<file path="src/rtl/mp_uart_pkg.sv">
package mp_uart_pkg;
    typedef enum logic [1:0] {RX_IDLE, RX_START, RX_BITS, RX_BREAK} rx_state_t;
endpackage

</file>
<file path="src/rtl/mp_uart_tx.sv">
// Transmitter: one-entry buffer plus shifter. Sends start, data (LSB first),
// flag bit and stop bit, each OSR ticks long.
// Assumes tick is a single-cycle pulse and OSR is a power of two.
module mp_uart_tx #(
    parameter int DW  = 8,
    parameter int OSR = 16
) (
    input  logic          clk,
    input  logic          rst_n,
    input  logic          tick,
    input  logic          en,
    input  logic          wr,
    input  logic [DW-1:0] wdata,
    input  logic          wmpb,
    output logic          txd,
    output logic          tdre,
    output logic          tend
);
    localparam int CW = $clog2(OSR);
    localparam int NB = DW + 3;
    localparam int BW = $clog2(NB);
    localparam logic [CW-1:0] LAST = CW'(OSR - 1);
    localparam logic [BW-1:0] FINAL = BW'(NB - 1);

    logic [NB-1:0] sh;
    logic [DW-1:0] buf_data;
    logic          buf_mpb;
    logic          busy;
    logic [CW-1:0] tcnt;
    logic [BW-1:0] bitn;

    // Buffer, shifter and status flags; a write wins over a same-cycle load.
    always_ff @(posedge clk) begin
        if (!rst_n) begin
            sh <= '1; buf_data <= '0; buf_mpb <= 1'b0; busy <= 1'b0;
            tcnt <= '0; bitn <= '0; tdre <= 1'b1; tend <= 1'b1;
        end else begin
            if (busy) begin
                if (tick) begin
                    if (tcnt == LAST) begin
                        tcnt <= '0;
                        if (bitn == FINAL) begin
                            busy <= 1'b0;
                            tend <= tdre;
                        end else begin
                            bitn <= bitn + 1'b1;
                            sh   <= {1'b1, sh[NB-1:1]};
                        end
                    end else begin
                        tcnt <= tcnt + 1'b1;
                    end
                end
            end else if (!tdre && en) begin
                sh   <= {1'b1, buf_mpb, buf_data, 1'b0};
                busy <= 1'b1;
                tdre <= 1'b1;
                tcnt <= '0;
                bitn <= '0;
            end
            if (wr) begin
                buf_data <= wdata;
                buf_mpb  <= wmpb;
                tdre     <= 1'b0;
                tend     <= 1'b0;
            end
        end
    end

    // Line output: shifter LSB while a frame is in flight, idle high otherwise.
    assign txd = busy ? sh[0] : 1'b1;

    a_r2_tend_needs_tdre: assert property (@(posedge clk) disable iff (!rst_n)
        tend |-> tdre);
    a_r2_write_clears: assert property (@(posedge clk) disable iff (!rst_n)
        wr |=> (!tdre && !tend));
    a_r3_no_start_disabled: assert property (@(posedge clk) disable iff (!rst_n)
        (!en && txd && !busy) |=> txd);
endmodule

</file>
<file path="src/rtl/mp_uart_rx.sv">
// Receiver: start detection with mid-bit check, shift in data and flag bit,
// sample stop bit, then update status for frames the filter accepts.
// Assumes rxd is asynchronous (synchronised here) and OSR is a power of two.
module mp_uart_rx
    import mp_uart_pkg::*;
#(
    parameter int DW  = 8,
    parameter int OSR = 16
) (
    input  logic          clk,
    input  logic          rst_n,
    input  logic          tick,
    input  logic          en,
    input  logic          rxd,
    input  logic          rd_ack,
    input  logic          err_clr,
    input  logic          accept,
    output logic          frame_done,
    output logic          frame_mpb,
    output logic [DW-1:0] frame_data,
    output logic          rdrf,
    output logic          oer,
    output logic          fer,
    output logic [DW-1:0] data_q,
    output logic          is_id
);
    localparam int CW = $clog2(OSR);
    localparam int BW = $clog2(DW + 2);
    localparam logic [CW-1:0] MID   = CW'(OSR / 2 - 1);
    localparam logic [CW-1:0] LAST  = CW'(OSR - 1);
    localparam logic [BW-1:0] STOPB = BW'(DW + 1);

    rx_state_t     st;
    logic [1:0]    sy;
    logic          rxs;
    logic [CW-1:0] tcnt;
    logic [BW-1:0] bitn;
    logic [DW:0]   sh;

    // Two-stage synchroniser for the serial input.
    always_ff @(posedge clk) begin
        if (!rst_n) sy <= 2'b11;
        else        sy <= {sy[0], rxd};
    end
    assign rxs = sy[1];

    // Bit-timing state machine.
    always_ff @(posedge clk) begin
        if (!rst_n) begin
            st <= RX_IDLE; tcnt <= '0; bitn <= '0; sh <= '0;
        end else if (!en) begin
            st <= RX_IDLE;
        end else if (tick) begin
            case (st)
                RX_IDLE: if (!rxs) begin st <= RX_START; tcnt <= '0; end
                RX_START: begin
                    if (tcnt == MID) begin
                        tcnt <= '0; bitn <= '0;
                        st   <= rxs ? RX_IDLE : RX_BITS;
                    end else tcnt <= tcnt + 1'b1;
                end
                RX_BITS: begin
                    if (tcnt == LAST) begin
                        tcnt <= '0;
                        if (bitn == STOPB) st <= rxs ? RX_IDLE : RX_BREAK;
                        else begin
                            sh   <= {rxs, sh[DW:1]};
                            bitn <= bitn + 1'b1;
                        end
                    end else tcnt <= tcnt + 1'b1;
                end
                RX_BREAK: if (rxs) st <= RX_IDLE;
                default:  st <= RX_IDLE;
            endcase
        end
    end

    assign frame_done = en && tick && (st == RX_BITS) && (tcnt == LAST) && (bitn == STOPB);
    assign frame_data = sh[DW-1:0];
    assign frame_mpb  = sh[DW];

    // Receive buffer and status flags; a set wins over a same-cycle clear.
    always_ff @(posedge clk) begin
        if (!rst_n) begin
            rdrf <= 1'b0; oer <= 1'b0; fer <= 1'b0; data_q <= '0; is_id <= 1'b0;
        end else begin
            if (rd_ack)  rdrf <= 1'b0;
            if (err_clr) begin oer <= 1'b0; fer <= 1'b0; end
            if (frame_done && accept) begin
                if (!rxs)      fer <= 1'b1;
                else if (rdrf) oer <= 1'b1;
                else begin
                    data_q <= frame_data;
                    is_id  <= frame_mpb;
                    rdrf   <= 1'b1;
                end
            end
        end
    end

    a_r9_overrun_keeps_data: assert property (@(posedge clk) disable iff (!rst_n)
        $rose(oer) |-> $stable(data_q));
    a_r8_framing_no_load: assert property (@(posedge clk) disable iff (!rst_n)
        $rose(fer) |-> $stable(data_q));
endmodule

</file>
<file path="src/rtl/mp_uart_filter.sv">
// Address filter: keeps a skip state that address frames update; decides
// whether a completed frame is passed to the receive buffer.
// Assumes station_id is static while frames arrive.
module mp_uart_filter #(
    parameter int DW = 8
) (
    input  logic          clk,
    input  logic          rst_n,
    input  logic          frame_done,
    input  logic          frame_mpb,
    input  logic [DW-1:0] frame_data,
    input  logic [DW-1:0] station_id,
    output logic          accept
);
    logic skip;
    logic match;

    assign match  = (frame_data == station_id);
    assign accept = frame_mpb ? match : !skip;

    // Skip state: closed after reset, reopened only by a matching address.
    always_ff @(posedge clk) begin
        if (!rst_n)                      skip <= 1'b1;
        else if (frame_done && frame_mpb) skip <= !match;
    end
endmodule

</file>
<file path="src/rtl/mp_uart.sv">
// Top: addressed serial transceiver built from transmitter, receiver and
// address filter. Assumes tick runs at 16x the bit rate.
module mp_uart #(
    parameter int DW  = 8,
    parameter int OSR = 16
) (
    input  logic          clk,
    input  logic          rst_n,
    input  logic          tick,
    input  logic          tx_en,
    input  logic          rx_en,
    input  logic          tx_wr,
    input  logic [DW-1:0] tx_byte,
    input  logic          tx_mpb,
    input  logic [DW-1:0] station_id,
    input  logic          rd_ack,
    input  logic          err_clr,
    input  logic          rxd,
    output logic          txd,
    output logic          tdre,
    output logic          tend,
    output logic          rdrf,
    output logic          oer,
    output logic          fer,
    output logic          perr,
    output logic [DW-1:0] rx_data,
    output logic          rx_is_id
);
    logic          f_done;
    logic          f_mpb;
    logic [DW-1:0] f_data;
    logic          f_accept;

    mp_uart_tx #(.DW(DW), .OSR(OSR)) u_tx (
        .clk(clk), .rst_n(rst_n), .tick(tick), .en(tx_en), .wr(tx_wr),
        .wdata(tx_byte), .wmpb(tx_mpb), .txd(txd), .tdre(tdre), .tend(tend)
    );

    mp_uart_rx #(.DW(DW), .OSR(OSR)) u_rx (
        .clk(clk), .rst_n(rst_n), .tick(tick), .en(rx_en), .rxd(rxd),
        .rd_ack(rd_ack), .err_clr(err_clr), .accept(f_accept),
        .frame_done(f_done), .frame_mpb(f_mpb), .frame_data(f_data),
        .rdrf(rdrf), .oer(oer), .fer(fer), .data_q(rx_data), .is_id(rx_is_id)
    );

    mp_uart_filter #(.DW(DW)) u_filt (
        .clk(clk), .rst_n(rst_n), .frame_done(f_done), .frame_mpb(f_mpb),
        .frame_data(f_data), .station_id(station_id), .accept(f_accept)
    );

    // No parity bit exists in this frame format.
    assign perr = 1'b0;

    a_r5_id_match: assert property (@(posedge clk) disable iff (!rst_n)
        ($rose(rdrf) && rx_is_id && $stable(station_id)) |-> (rx_data == station_id));
endmodule

</file>
<file path="config.mk">
export PLATFORM = sky130hd
export DESIGN_NAME = mp_uart
export DESIGN_NICKNAME = d
export VERILOG_FILES = /design/src/rtl/mp_uart_pkg.sv /design/src/rtl/mp_uart_tx.sv /design/src/rtl/mp_uart_rx.sv /design/src/rtl/mp_uart_filter.sv /design/src/rtl/mp_uart.sv
export SDC_FILE = /design/constraint.sdc
export NUM_CORES = 1
export LEC_CHECK = 0
export BUFFER_PORTS_ARGS = -buffer_cell sky130_fd_sc_hd__buf_2
export CAP_MARGIN = 0
export CORE_ASPECT_RATIO = 2
export CORE_MARGIN = 4
export CORE_UTILIZATION = 57
export CTS_CLUSTER_DIAMETER = 40
export DETAILED_ROUTE_END_ITERATION = 7
export HOLD_SLACK_MARGIN = 0.05
export PLACE_DENSITY = 0.78
export SLEW_MARGIN = 10
export SYNTH_ARGS = -nofsm -noshare
export SYNTH_HDL_FRONTEND = slang
export SYNTH_SLANG_ARGS = --single-unit
</file>
<file path="constraint.sdc">
create_clock -name clk -period 2.4 [get_ports clk]
set_clock_uncertainty 0.05 [all_clocks]
set_input_delay 0.36 -clock clk [delete_from_list [all_inputs] [get_ports clk]]
set_output_delay 0.36 -clock clk [all_outputs]
set_load 0.1 [all_outputs]
</file>
==> flow_summary.toml, run 1 <==
[outcome]
status = "complete, no violations"

[cts]
clk_latency_ns = 0.35
clock-sinks = 64
cts.reportedPaths.clkPinSlew_ns = 0.06
root_buffer = "clkbuf_8"
hold_buffers = 0
clockBufferDepth = 2
cts_resized = 0
cts_inserted_buffers = 9
post_cts_buffers = 0
cts_tree = "built"
cts_max_level = 3

[critical_path]
cp_max_fo = 7
crit_path_start_kind = "flip-flop"
cp_slowest_cell = "or4_4"
setup.worst_path.end_class = "flip-flop"
setup.worst_path.end = "u_rx.bitn[2]$_SDFFE_PN0P_"
r2r_setup_slack_ns = 0.24
cp_cell_sequence = "inv_1 > ha_1 > nor2_1 > a31oi_2 > or4_4 > o21ai_0 > a21oi_1"
crit_required_ns = 2.56
crit_type = "reg -> reg"
timing.rr.start = "u_rx.st[0]$_SDFFE_PN0P_"
reg2regPathDepth = 7
arrival_ns = 2.31
crit_path_max_incr_delay_ns = 0.53
startpoint = "u_rx.st[0]$_SDFFE_PN0P_"
r2r_end = "u_rx.bitn[2]$_SDFFE_PN0P_"

[sta]
rsz0062_at_grt = "no"
relSlewSlack = 0.586
worstMarginPinSlew_ns = 0.621
fmax_ghz = 0.463
post-route-period-util = 0.899
setup_viol = 0
final_hold_viol_count = 0
drv_slew = 0
period_needed_ns = 2.16
fin_setup_tns_ns = 0

[grt]
grt.overflow.total = 0
antenna_found_initial = 0
track_usage = 0.210
grt_pass1_wl_um = 10700
grt_max_degree = 37
grt_pass1_vias = 2470

[drt]
drt-initial-drc-count = 100
drtAntennaViolNets = 0
dr.pass1.iters = 4
wl_um = 6220
wire_per_inst_um = 14.5
routed-via-count = 2484
via_per_inst = 5.79
drc = 0

[run]
drv_cap = 0

[yosys]
synth_common_cells = "64 x dfxtp_1, 36 x nor2_1, 32 x mux2i_1"
yosysWarningCount = 0
synth_top_area_cell = "dfxtp_1"
synthCells = 328
syn_nets = 366
netlist_area_mm2 = 0.00299
synth_most_common_cell = "dfxtp_1"
synth.area.top_cells = "dfxtp_1 43%, mux2i_1 11%, ha_1 5.0%"
ys.flop_type = "dfxtp_1"
ys_ff_latch = 64
ys_types = 48
async_flop_share = 0
synth_edf_count = 0
syn_avg_cell_area_um2 = 9.12
synth_top_area_share = 0.428
seq_area_frac_synth = 0.428

[layout]
drive_above_1_share = 0.183
area_growth_pct = 13.4
final_nets = 405
n_antenna_cell = 0
final_util = 0.661

[floorplan]
placementRows = 37
num_io_pins = 42
core_mm2 = 0.00514
die_h_um = 110
initial_utilization = 0.582
die_area_mm2 = 0.00654
die_x_um = 59.2

[worst_hold_path]
min_from = "rxd"
whs_path_depth = 2
hp-class = "in -> reg"

[power]
vdd_drop_max_uv = 641
power.leakage_nw = 1.37
powerDensity_mw_per_mm2 = 672

[placement]
dp_hpwl_um = 4610
portBuffers = 40
gp_congestion = 0.892
[routing by layer]
metal  GRT usage  share of wire  vias to the layer above
li1            -              -                     1240
met2       0.362           0.55                       72
met1       0.209           0.37                     1154
met5           0              0                        -
met3      0.0725          0.047                       18
met4       0.115          0.037                        0
[placed cells by master (no fill, tap or decap), types with 12 or more instances in the layout]
| cell type | count |
|---|---|
| a21oi_1 | 26 |
| buf_2 | 40 |
| dfxtp_1 | 64 |
| ha_1 | 12 |
| mux2i_1 | 32 |
| nand2_1 | 20 |
| nand4_1 | 16 |
| nor2_1 | 36 |
| o21ai_0 | 19 |
[cell type report]
class / instances / area (µm²)
Fill cell: 441 / 1740
Multi-Input combinational cell: 237 / 1560
Sequential cell: 64 / 1280
Timing Repair Buffer: 46 / 245
Clock buffer: 11 / 131
Tap cell: 58 / 72.6
Clock inverter: 4 / 70.1
Inverter: 9 / 33.8
[worst max-delay path, delay by kind of cell (launching register included)]
kind / cells / cell delay [ns]
fa+ha+maj: 1 / 0.27
compound gates: 3 / 0.37
flops: 1 / 0.40
buf+inv: 1 / 0.10
simple gates: 2 / 0.81
[flip-flops by register name, summed over array words and instances (netlist names)]
signal	flops
u_rx.is_id	1
u_rx.rdrf	1
u_tx.tend	1
u_rx.oer	1
u_rx.tcnt	4
u_filt.skip	1
u_rx.sy	2
u_rx.st	2
u_tx.sh	10
u_tx.buf_mpb	1
u_rx.fer	1
u_rx.bitn	4
u_rx.data_q	8
u_tx.busy	1
u_rx.sh	9
u_tx.buf_data	8
u_tx.tcnt	4
u_tx.bitn	4
u_tx.tdre	1
[kinds of logic (layout without fill, tap and decap cells)]
group	after synthesis	count (layout)	synth area share
AND/OR/NAND/NOR	120	120	0.214
flip-flops	64	64	0.428
AO/OA/AOI/OAI	62	62	0.119
multiplexers	32	32	0.107
buffers and inverters	27	70	0.0506
adder cells (fa/ha/maj)	12	12	0.0502
XOR/XNOR	10	10	0.0293
other	1	1	0.00125
[power by group]
part	leakage [nW]	switching, mW	internal [mW]	total, mW
sequential	0.521	0.0204	1.10	1.12
combinational	0.747	0.126	0.0718	0.198
clock	0.103	0.392	0.576	0.968
total	1.37	0.539	1.74	2.28
[stage by stage]
step / worst slack (ns) / std cells / cell area [µm²] / hold slack [ns] / power (mW)
after detailed placement: 0.282 / 414 / 3190 / 0.346 / 1.34
after global routing: 0.0545 / 429 / 3390 / 0.136 / 2.38
after CTS: 0.254 / 429 / 3390 / 0.126 / 2.31
after floorplan: 0.356 / 328 / 2990 / 0.336 / 1.29
final: 0.242 / 429 / 3390 / 0.138 / 2.28
after global placement: 0.330 / 414 / 3190 / 0.342 / 1.33
[worst min-delay path by stage]
stage                             to  slack (ns)
3_5_place_dp   u_rx.sy[1]$_SDFF_PN1_        0.35
3_3_place_gp   u_rx.sy[1]$_SDFF_PN1_        0.34
2_1_floorplan  u_rx.sy[1]$_SDFF_PN1_        0.34
5_1_grt        u_rx.sy[0]$_SDFF_PN1_        0.14
4_1_cts        u_rx.sy[0]$_SDFF_PN1_        0.13
6_report       u_rx.sy[0]$_SDFF_PN1_        0.14
Note: power is estimated with default switching activity, not from simulation.
==> run 2, diff against run 1 <==
SYNTH_HIERARCHICAL = 1   (was not set)
==> flow_summary.toml, run 2 <==
[outcome]
status = "complete, no violations"

[placement]
placedInstanceArea_mm2 = 0.00336
gp_congestion = 0.791
dp_hpwl_um = 4660
placed_cells = 424
portBuffers = 40

[layout]
regMostFlops = "u_tx/sh"
final_nets = 411
finalInstanceArea_mm2 = 0.00359
area_growth_pct = 14.5
largestRegisters = "u_tx/sh: 10 flops, u_rx/sh: 9 flops"
n_antenna_cell = 0
final_common_cell = "dfxtp_1"
fill_cells = 459
drive_above_1_share = 0.189
largest_reg_flops = 10
stdcell_count = 440
final_cell_mix = "64 x dfxtp_1, 40 x buf_2, 32 x mux2i_1"

[critical_path]
crit_path_start_kind = "flip-flop"
path_buf_inv = 1
setup.worst_path.end_class = "flip-flop"
crit_type = "reg -> reg"
cp_cell_sequence = "xor2_1 > nor4_1 > nand3_1 > o21ai_0 > nand3b_1 > nor4_2 > buf_4 > mux2i_1 > nor2_1"
cp_slowest_cell = "nor4_1"
crit_required_ns = 2.56
crit_path_max_incr_delay_ns = 0.43
cp_max_fo = 10
cp_top_family = "simple AND/OR/NAND/NOR gates"
arrival_ns = 2.35

[grt]
track_usage = 0.212
grt_max_degree = 28
grt_pass1_vias = 2636
antenna_found_initial = 0
grt_pass1_wl_um = 11200
grt.overflow.total = 0

[cts]
cts_resized = 0
cts_max_level = 3
clk_latency_ns = 0.34
clock-sinks = 64
clockBufferDepth = 2
cts_inserted_buffers = 9
post_cts_buffers = 0
cts.reportedPaths.clkPinSlew_ns = 0.06
cts_tree = "built"
root_buffer = "clkbuf_8"
hold_buffers = 0

[floorplan]
die_x_um = 60.5
core_mm2 = 0.00537
die_area_mm2 = 0.00683
num_io_pins = 42
placementRows = 38
initial_utilization = 0.584
die_h_um = 113

[power]
vdd_drop_max_uv = 585
powerDensity_mw_per_mm2 = 659
power.leakage_nw = 1.45
p_total_mw = 2.37

[drt]
drc = 0
dr.pass1.iters = 4
drtAntennaViolNets = 0
via_per_inst = 5.73
drt-initial-drc-count = 72
wl_um = 6350
wire_per_inst_um = 14.4
routed-via-count = 2522

[sta]
drv_slew = 0
final_hold_viol_count = 0
rsz0062_at_grt = "no"
period_needed_ns = 2.19
timing.hold.ws_ns = 0.161
fmax_ghz = 0.456
relSlewSlack = 0.502
worstMarginPinSlew_ns = 0.743
fin_setup_tns_ns = 0
post-route-period-util = 0.913
setup_viol = 0

[yosys]
synth_top_area_share = 0.408
syn_avg_cell_area_um2 = 9.40
synth_edf_count = 0
netlist_area_mm2 = 0.00314
synth_top_area_cell = "dfxtp_1"
seq_area_frac_synth = 0.408
ys_ff_latch = 64
yosysWarningCount = 6
synth_most_common_cell = "dfxtp_1"
synthCells = 334
synth.area.top_cells = "dfxtp_1 41%, mux2i_1 10%, a21oi_1 4.1%"
async_flop_share = 0
ys.flop_type = "dfxtp_1"
synth_common_cells = "64 x dfxtp_1, 32 x mux2i_1, 29 x nor2_1"
ys_types = 50
syn_nets = 370

[run]
drv_cap = 0

[worst_hold_path]
hp-class = "in -> reg"
## run 2: changes by cell type in the layout (fill, tap and decap cells not counted), sizes merged, moves of 3 or more
| cell | delta |
|---|---|
| o211ai | -9 |
| a2111oi | +8 |
| nand3 | +3 |
| nand2 | -4 |
| nor2 | -8 |
| xnor2 | -7 |
| clkbuf | +3 |
| nand3b | +8 |
| nand4 | -13 |
| nand2b | +4 |
| xor2 | +6 |
| nor2b | +17 |
## run 2: worst paths after layout
check | cells past startpoint | slack [ns] | from | to
setup / recovery | 9 | 0.21 | u_rx/sh[1]$_SDFFE_PN0P_ | u_rx/data_q[1]$_SDFFE_PN0P_
hold / removal | 2 | 0.16 | rxd | u_rx/sy[0]$_SDFF_PN1_
setup reg to reg | 9 | 0.21 | u_rx/sh[1]$_SDFFE_PN0P_ | u_rx/data_q[1]$_SDFFE_PN0P_
hold reg to reg | 1 | 0.36 | u_rx/sy[0]$_SDFF_PN1_ | u_rx/sy[1]$_SDFF_PN1_
## run 2: cell type report
type | instances | area, µm² | area share
clock buffer | 14 | 173 | 0.0481
clock inverter | 2 | 60.1 | 0.0167
inverter | 8 | 30.0 | 0.00836
multi-input combinational | 246 | 1730 | 0.481
sequential | 64 | 1280 | 0.357
tap | 60 | 75.1 | 0.0209
timing repair buffer | 46 | 245 | 0.0683
## run 2: metal layers
metal	up-vias	routed length (µm)	global-route usage
met5	-	0	0
met4	0	165	0.132
met3	13	261	0.0400
met2	59	3490	0.381
met1	1189	2440	0.212
li1	1261	-	-
## run 2: logic make-up after synthesis
logic type	share of synthesized area
multiplexers	0.106
flip-flops	0.408
AND/OR/NAND/NOR	0.226
adder cells (fa/ha/maj)	0.0399
buffers and inverters	0.0411
AO/OA/AOI/OAI	0.152
other	0.00120
XOR/XNOR	0.0251
## run 2: stage by stage
stage / worst slack, ns / utilization
finish: 0.208 / 0.669
global route: 0.0363 / 0.669
CTS: 0.185 / 0.669
detailed placement: 0.0828 / 0.625
global placement: 0.176 / 0.625
floorplan: 0.252 / -
## run 2: power breakdown
part / switching (mW) / internal (mW)
Combinational: 0.118 / 0.0749
Sequential: 0.0237 / 1.09
Clock: 0.389 / 0.671
